`src/rtl/i2c_regxfer_pkg.sv`:
```
// Shared types for the I2C register-access master.
// Assumes: nothing beyond IEEE 1800-2017.
package i2c_regxfer_pkg;

    // Bus symbol being generated, each four phases long
    typedef enum logic [1:0] {
        SYM_IDLE,
        SYM_START,
        SYM_BIT,
        SYM_STOP
    } sym_e;

    // Byte of the transaction currently on the bus
    typedef enum logic [2:0] {
        STG_ADDR_W,
        STG_REG,
        STG_WDATA,
        STG_ADDR_R,
        STG_RDATA
    } stage_e;

endpackage

```
`src/rtl/i2c_regxfer_tick.sv`:
```
// Phase tick prescaler: pulses once every DIV cycles while run is high.
// Assumes: DIV >= 2; counter restarts from zero whenever run is low.
module i2c_regxfer_tick #(
    parameter int DIV = 4
) (
    input  logic clk,
    input  logic rst_n,
    input  logic run,
    output logic tick
);
    localparam int CW = $clog2(DIV);

    logic [CW-1:0] cnt;

    assign tick = run && (cnt == CW'(DIV - 1));

    // Count clock cycles within one phase
    always_ff @(posedge clk) begin
        if (!rst_n || !run || tick) cnt <= '0;
        else                        cnt <= cnt + 1'b1;
    end
endmodule

```
`src/rtl/i2c_regxfer_engine.sv`:
```
// Transaction engine: sequences START, bytes, acknowledge slots, repeated
// START and STOP. Each symbol spans four phases. SCL is high in phases 1-2,
// and SDA is sampled at the end of phase 2.
// Assumes: addr, regaddr, wdata and rd are held stable from start to done.
module i2c_regxfer_engine
    import i2c_regxfer_pkg::*;
(
    input  logic       clk,
    input  logic       rst_n,
    input  logic       tick,
    input  logic       start,
    input  logic       rd,
    input  logic [6:0] addr,
    input  logic [7:0] regaddr,
    input  logic [7:0] wdata,
    input  logic       sda_in,
    output logic       run,
    output logic       done,
    output logic       done_ok,
    output logic [7:0] rx_byte,
    output logic       scl_low,
    output logic       sda_low
);
    sym_e       sym;
    stage_e     stage;
    logic [1:0] phase;
    logic [3:0] bitcnt;
    logic [7:0] shreg;
    logic       ack_seen;
    logic       bitval;
    logic       scl_rel;
    logic       sda_rel;

    assign run = (sym != SYM_IDLE);

    // Level the master leaves on SDA during a bit symbol
    assign bitval = (stage == STG_RDATA) || (bitcnt == 4'd8) || shreg[7];

    // Decode line levels from the symbol and the phase
    always_comb begin
        scl_rel = 1'b1;
        sda_rel = 1'b1;
        case (sym)
            SYM_START: begin
                scl_rel = (phase == 2'd1) || (phase == 2'd2);
                sda_rel = (phase < 2'd2);
            end
            SYM_BIT: begin
                scl_rel = (phase == 2'd1) || (phase == 2'd2);
                sda_rel = bitval;
            end
            SYM_STOP: begin
                scl_rel = (phase != 2'd0);
                sda_rel = (phase >= 2'd2);
            end
            default: ;
        endcase
    end

    assign scl_low = !scl_rel;
    assign sda_low = !sda_rel;

    // Step through symbols, bytes and acknowledge slots
    always_ff @(posedge clk) begin
        if (!rst_n) begin
            sym      <= SYM_IDLE;
            stage    <= STG_ADDR_W;
            phase    <= 2'd0;
            bitcnt   <= 4'd0;
            shreg    <= 8'd0;
            ack_seen <= 1'b0;
            rx_byte  <= 8'd0;
            done     <= 1'b0;
            done_ok  <= 1'b0;
        end else if (sym == SYM_IDLE) begin
            done <= 1'b0;
            if (start) begin
                sym     <= SYM_START;
                stage   <= STG_ADDR_W;
                phase   <= 2'd0;
                done_ok <= 1'b0;
            end
        end else begin
            done <= 1'b0;
            if (tick) begin
                phase <= phase + 2'd1;
                case (sym)
                    SYM_START: if (phase == 2'd3) begin
                        sym    <= SYM_BIT;
                        bitcnt <= 4'd0;
                        shreg  <= {addr, stage == STG_ADDR_R};
                    end
                    SYM_BIT: begin
                        if (phase == 2'd2) begin
                            if (bitcnt == 4'd8 && stage != STG_RDATA) ack_seen <= !sda_in;
                            else if (bitcnt != 4'd8 && stage == STG_RDATA) rx_byte <= {rx_byte[6:0], sda_in};
                        end
                        if (phase == 2'd3) begin
                            if (bitcnt != 4'd8) begin
                                bitcnt <= bitcnt + 4'd1;
                                shreg  <= {shreg[6:0], 1'b0};
                            end else begin
                                bitcnt <= 4'd0;
                                if (stage != STG_RDATA && !ack_seen) begin
                                    sym <= SYM_STOP;
                                end else begin
                                    case (stage)
                                        STG_ADDR_W: begin
                                            stage <= STG_REG;
                                            shreg <= regaddr;
                                        end
                                        STG_REG: begin
                                            if (rd) begin
                                                sym   <= SYM_START;
                                                stage <= STG_ADDR_R;
                                            end else begin
                                                stage <= STG_WDATA;
                                                shreg <= wdata;
                                            end
                                        end
                                        STG_ADDR_R: stage <= STG_RDATA;
                                        default: begin
                                            sym     <= SYM_STOP;
                                            done_ok <= 1'b1;
                                        end
                                    endcase
                                end
                            end
                        end
                    end
                    SYM_STOP: if (phase == 2'd3) begin
                        sym  <= SYM_IDLE;
                        done <= 1'b1;
                    end
                    default: sym <= SYM_IDLE;
                endcase
            end
        end
    end
endmodule

```
`src/rtl/i2c_regxfer_master.sv`:
```
// Top: command word register plus prescaler and transaction engine.
// Writes are accepted only while idle. Completion clears the busy bit,
// records the acknowledge result and, on a good read, the received byte.
// Assumes: a single master on the bus and no clock stretching by the slave.
module i2c_regxfer_master #(
    parameter int TICK_DIV = 4
) (
    input  logic        clk,
    input  logic        rst_n,
    input  logic        reg_wr,
    input  logic [31:0] reg_wdata,
    output logic [31:0] reg_rdata,
    input  logic        sda_in,
    output logic        scl_drive_low,
    output logic        sda_drive_low
);
    logic       busy, rw, mode_sel, ack_ok, en;
    logic [1:0] dev_sel;
    logic [6:0] slv_addr;
    logic [7:0] reg_idx, data_byte;
    logic       start_req, tick, run, eng_done, eng_ok;
    logic [7:0] eng_rx;
    logic       unused_wbits;

    assign unused_wbits = ^{reg_wdata[29], reg_wdata[25:24]};

    assign start_req = reg_wr && !busy && reg_wdata[31] && reg_wdata[23];

    // Hold command fields; merge completion status
    always_ff @(posedge clk) begin
        if (!rst_n) begin
            busy      <= 1'b0;
            rw        <= 1'b0;
            mode_sel  <= 1'b0;
            dev_sel   <= 2'd0;
            ack_ok    <= 1'b0;
            en        <= 1'b0;
            slv_addr  <= 7'd0;
            reg_idx   <= 8'd0;
            data_byte <= 8'd0;
        end else if (reg_wr && !busy) begin
            busy      <= reg_wdata[31] && reg_wdata[23];
            rw        <= reg_wdata[30];
            mode_sel  <= reg_wdata[28];
            dev_sel   <= reg_wdata[27:26];
            en        <= reg_wdata[23];
            slv_addr  <= reg_wdata[22:16];
            reg_idx   <= reg_wdata[15:8];
            data_byte <= reg_wdata[7:0];
        end else if (eng_done) begin
            busy   <= 1'b0;
            ack_ok <= eng_ok;
            if (eng_ok && rw) data_byte <= eng_rx;
        end
    end

    assign reg_rdata = {busy, rw, 1'b0, mode_sel, dev_sel, 1'b0, ack_ok, en,
                        slv_addr, reg_idx, data_byte};

    i2c_regxfer_tick #(.DIV(TICK_DIV)) u_tick (
        .clk   (clk),
        .rst_n (rst_n),
        .run   (run),
        .tick  (tick)
    );

    i2c_regxfer_engine u_eng (
        .clk     (clk),
        .rst_n   (rst_n),
        .tick    (tick),
        .start   (start_req),
        .rd      (rw),
        .addr    (slv_addr),
        .regaddr (reg_idx),
        .wdata   (data_byte),
        .sda_in  (sda_in),
        .run     (run),
        .done    (eng_done),
        .done_ok (eng_ok),
        .rx_byte (eng_rx),
        .scl_low (scl_drive_low),
        .sda_low (sda_drive_low)
    );
endmodule

```
`config.mk`:
```
export PLATFORM = sky130hd
export DESIGN_NAME = i2c_regxfer_master
export DESIGN_NICKNAME = d
export VERILOG_FILES = /design/src/rtl/i2c_regxfer_pkg.sv /design/src/rtl/i2c_regxfer_tick.sv /design/src/rtl/i2c_regxfer_engine.sv /design/src/rtl/i2c_regxfer_master.sv
export SDC_FILE = /design/constraint.sdc
export NUM_CORES = 1
export LEC_CHECK = 0
export ABC_AREA = 0
export CORE_AREA = 2 2 80 75
export DETAILED_ROUTE_END_ITERATION = 6
export DIE_AREA = 0 0 82 77
export DONT_BUFFER_PORTS = 1
export GPL_TIMING_DRIVEN = 1
export PLACE_DENSITY = 0.84
export SKIP_LAST_GASP = 1
export SLEW_MARGIN = 5
export SYNTH_ARGS = -nofsm -noshare
export SYNTH_HDL_FRONTEND = slang
export SYNTH_SLANG_ARGS = --single-unit
```
`constraint.sdc`:
```
create_clock -name clk -period 3.45 [get_ports clk]
set_input_delay 0.69 -clock clk [delete_from_list [all_inputs] [get_ports clk]]
set_output_delay 0.69 -clock clk [all_outputs]
set_load 0.02 [all_outputs]
```
==> reports/metrics.yaml <==
timing:
  setup_ws_ns: 0.697
  slew_headroom_pct: 32.4
  hold_viol_final: 0
  holdWs_ns: 0.425
  max_freq_ghz: 0.363
  skew_ns: 0.00846
  rsz0062_at_grt: "false"
  setup_viol: 0
  fin_setup_tns_ns: 0
  slew_viol_final: 0
  fin_crit_ns: 2.75
  tightestPinTransition_ns: 1.01
  post-route-period-util_pct: 79.8
setup_path:
  worstSetupPathType: "register to output pin"
  crit_chain: "inv_1 > ha_1 > and3b_1 > o31ai_1 > and3_1"
  reg2reg_to: "u_eng.shreg[0]"
  slowest_delay_ns: 0.37
  ff2ff_setup_slack_ns: 1.01
  reg2reg_depth: 6
  cp_slowest_cell: "o31ai_1"
  endpoint_kind: "output pin"
  path_max_fanout: 12
  crit-reg2reg-launch: "u_eng.sym[0]"
  crit_path_start_kind: "register"
  critPathRequiredTime_ns: 2.76
  arrival_ns: 2.06
pwr:
  irDropWorstVdd_uv: 384
  p_seq_share_pct: 56.2
  power_frac_comb_pct: 6.1
  swShare_pct: 26.6
  p_total_uw: 1400
  p_leak_uw: 0.00132
  switching_power_uw: 373
  internal_power_uw: 1030
  pwr_density_cell_nw_per_um2: 425
  power.share.clock_pct: 37.6
final_layout:
  finalNonFillerCells: 418
  final.fill_count: 501
  drive_above_1_share_pct: 7.76
  final_nets: 392
  area_growth_pct: 3.13
  num_antenna_cells: 0
drt:
  dr_wl_met3_um: 505
  wl_met1_um: 3040
  firstDrtPassIters: 4
  initialDrtViolationCount: 199
  dr_wl_met2_um: 3200
  drc: 0
  ant_nets: 0
  vias: 2511
  viasPerCell: 6.01
  wl_um: 6890
  dr.max_layer_used: "met4"
  wl_per_cell_um: 16.5
cts:
  clockRootBuffer: "clkbuf_8"
  htree_levels: 3
  clkLatencyLatePin_ns: 0.34
  cts_tree: "yes"
  hold_buffers: 0
  cts_buffers: 9
  clock_sinks: 62
  post_cts.repair.setup_buffers: 0
  cts-resized-gates: 0
  path_clk_slew_ns: 0.07
  cts_buffer_depth: 2
yosys:
  yosysTopAreaCellShare_pct: 38.8
  netlist_top_cells_count: "76 x nand2_1, 62 x dfxtp_1, 25 x a21boi_0, 22 x mux2i_1, 17 x nand3_1"
  syn-instance-count: 360
  synthTopCellsByArea: "dfxtp_1 39%, nand2_1 8.9%, mux2i_1 6.9%, a21boi_0 5.9%, ha_1 4.7%"
  synth_top_area_cell: "dfxtp_1"
  yosysMostFrequentCell: "nand2_1"
  yosys_warnings: 0
  synth_ff_type: "dfxtp_1"
  synth_area_um2: 3200
  synth_edf_count: 0
  ys_seq_area_share_pct: 38.8
  async_flop_share_pct: 0
  synth_seq_cells: 62
  ys_types: 49
  postSynthAreaPerCell_um2: 8.89
die:
  die_y_um: 77
  die-area_um2: 6310
  rows: 26
  io_pins: 70
  die_x_um: 82
  start_util_pct: 58.6
  core_area_um2: 5470
grt:
  grt_pass1_wl_um: 11900
  grt_usage_pct: 24.2
  grt_antenna_before_repair: 0
  first_global_vias: 2452
  grt_max_degree: 66
  grt.overflow.total: 0
hold_path:
  worstHoldPathCells: 1
  hp-start: "u_tick.cnt[0]"
  hold_end: "u_tick.cnt[0]"
  worstHoldPathType: "register to register"
placed_design:
  post-place-ws_ns: 1.02
  port_buffers: 0
  hpwl_um: 4920
  dp.cells: 403
  gp_congestion: 0.918
run:
  cap_viol_max_count: 0
run_status:
  status: "complete, no violations"
[worst max-delay path by stage]
stage	start	endpoint	slack [ns]
2_1_floorplan	u_eng.bitcnt[0]	sda_drive_low	1.30
3_3_place_gp	u_eng.sym[0]	u_eng.shreg[7]	1.10
3_5_place_dp	u_eng.sym[0]	u_eng.shreg[0]	1.02
4_1_cts	u_eng.bitcnt[0]	sda_drive_low	0.69
5_1_grt	u_eng.bitcnt[0]	sda_drive_low	0.57
6_report	u_eng.bitcnt[0]	sda_drive_low	0.70
[cells in the final DEF (no fill, tap or decap), drive strengths merged, types with 2 or more instances in the layout]
cell type,synthesis,layout
nor2b,10,10
o211a,9,9
nand4,4,4
and3,4,4
conb,1,2
o221a,8,8
inv,13,13
and3b,3,3
dfxtp,62,62
nand2b,3,3
nand3,17,17
nor3b,4,4
ha,12,12
nor3,2,2
mux2i,22,22
o21ai,5,5
a21oi,3,3
clkinv,0,2
nor2,4,4
a21boi,25,25
clkbuf,14,11
clkinvlp,0,2
nand2,77,77
a31oi,2,2
buf,16,2
o31ai,2,2
o2bb2ai,7,7
o21a,4,4
and2,5,5
o211ai,8,8
[power groups by stage]
stage                     registers (uW)  clock network (uW)  logic, uW
final                                789                 528       85.9
after global routing                 792                 563       97.8
after CTS                            790                 538       86.4
after detailed placement             806                   0       86.2
after global placement               805                   0       83.2
after floorplan                      793                   0       90.2
[critical path, delay by kind of cell (launching register included)]
kind / cells / cell delay (ns)
buffers and inverters: 1 / 0.08
flip-flops: 1 / 0.36
adder cells (fa/ha/maj): 1 / 0.24
AND/OR/NAND/NOR: 2 / 0.67
AO/OA/AOI/OAI: 1 / 0.37
[metrics by stage]
stage / cell area, um2 / util, %
2_1_floorplan: 3200 / -
3_3_place_gp: 3140 / 57.5
3_5_place_dp: 3140 / 57.5
4_1_cts: 3300 / 60.4
5_1_grt: 3300 / 60.4
6_report: 3300 / 60.4
[logic make-up (layout without fill, tap and decap cells)]
family | after synthesis | count (layout) | synth area share (%)
AND/OR/NAND/NOR | 140 | 140 | 21.8
flip-flops | 62 | 62 | 38.8
other | 1 | 2 | 0.117
adder cells (fa/ha/maj) | 12 | 12 | 4.69
AO/OA/AOI/OAI | 79 | 79 | 20.6
buffers and inverters | 43 | 30 | 6.68
multiplexers | 23 | 23 | 7.35
[cell type report]
cell class,instances,area [um2],area share (%)
well taps,70,87.6,2.65
multi-input cells,256,1750,53.1
clock inverters,4,25.0,0.758
clock buffers,11,131,3.98
flip-flops and latches,62,1240,37.6
repair buffers,2,15.0,0.455
inverters,13,48.8,1.48
[metal layers]
metal / GRT usage [%] / vias to the layer above
met5: 0 / -
met4: 10.0 / 0
met3: 9.65 / 12
met2: 35.7 / 72
met1: 31.1 / 1197
li1: - / 1230
[flip-flops by register name, indices dropped and copies added (netlist names), 2 cells and up]
register and count:
u_eng.bitcnt 4, u_tick.cnt 2, reg_idx 8, dev_sel 2
u_eng.phase 2, u_eng.rx_byte 8, data_byte 8, u_eng.sym 2
u_eng.stage 3, slv_addr 7, u_eng.shreg 8
(Power assumes the default switching activity.)
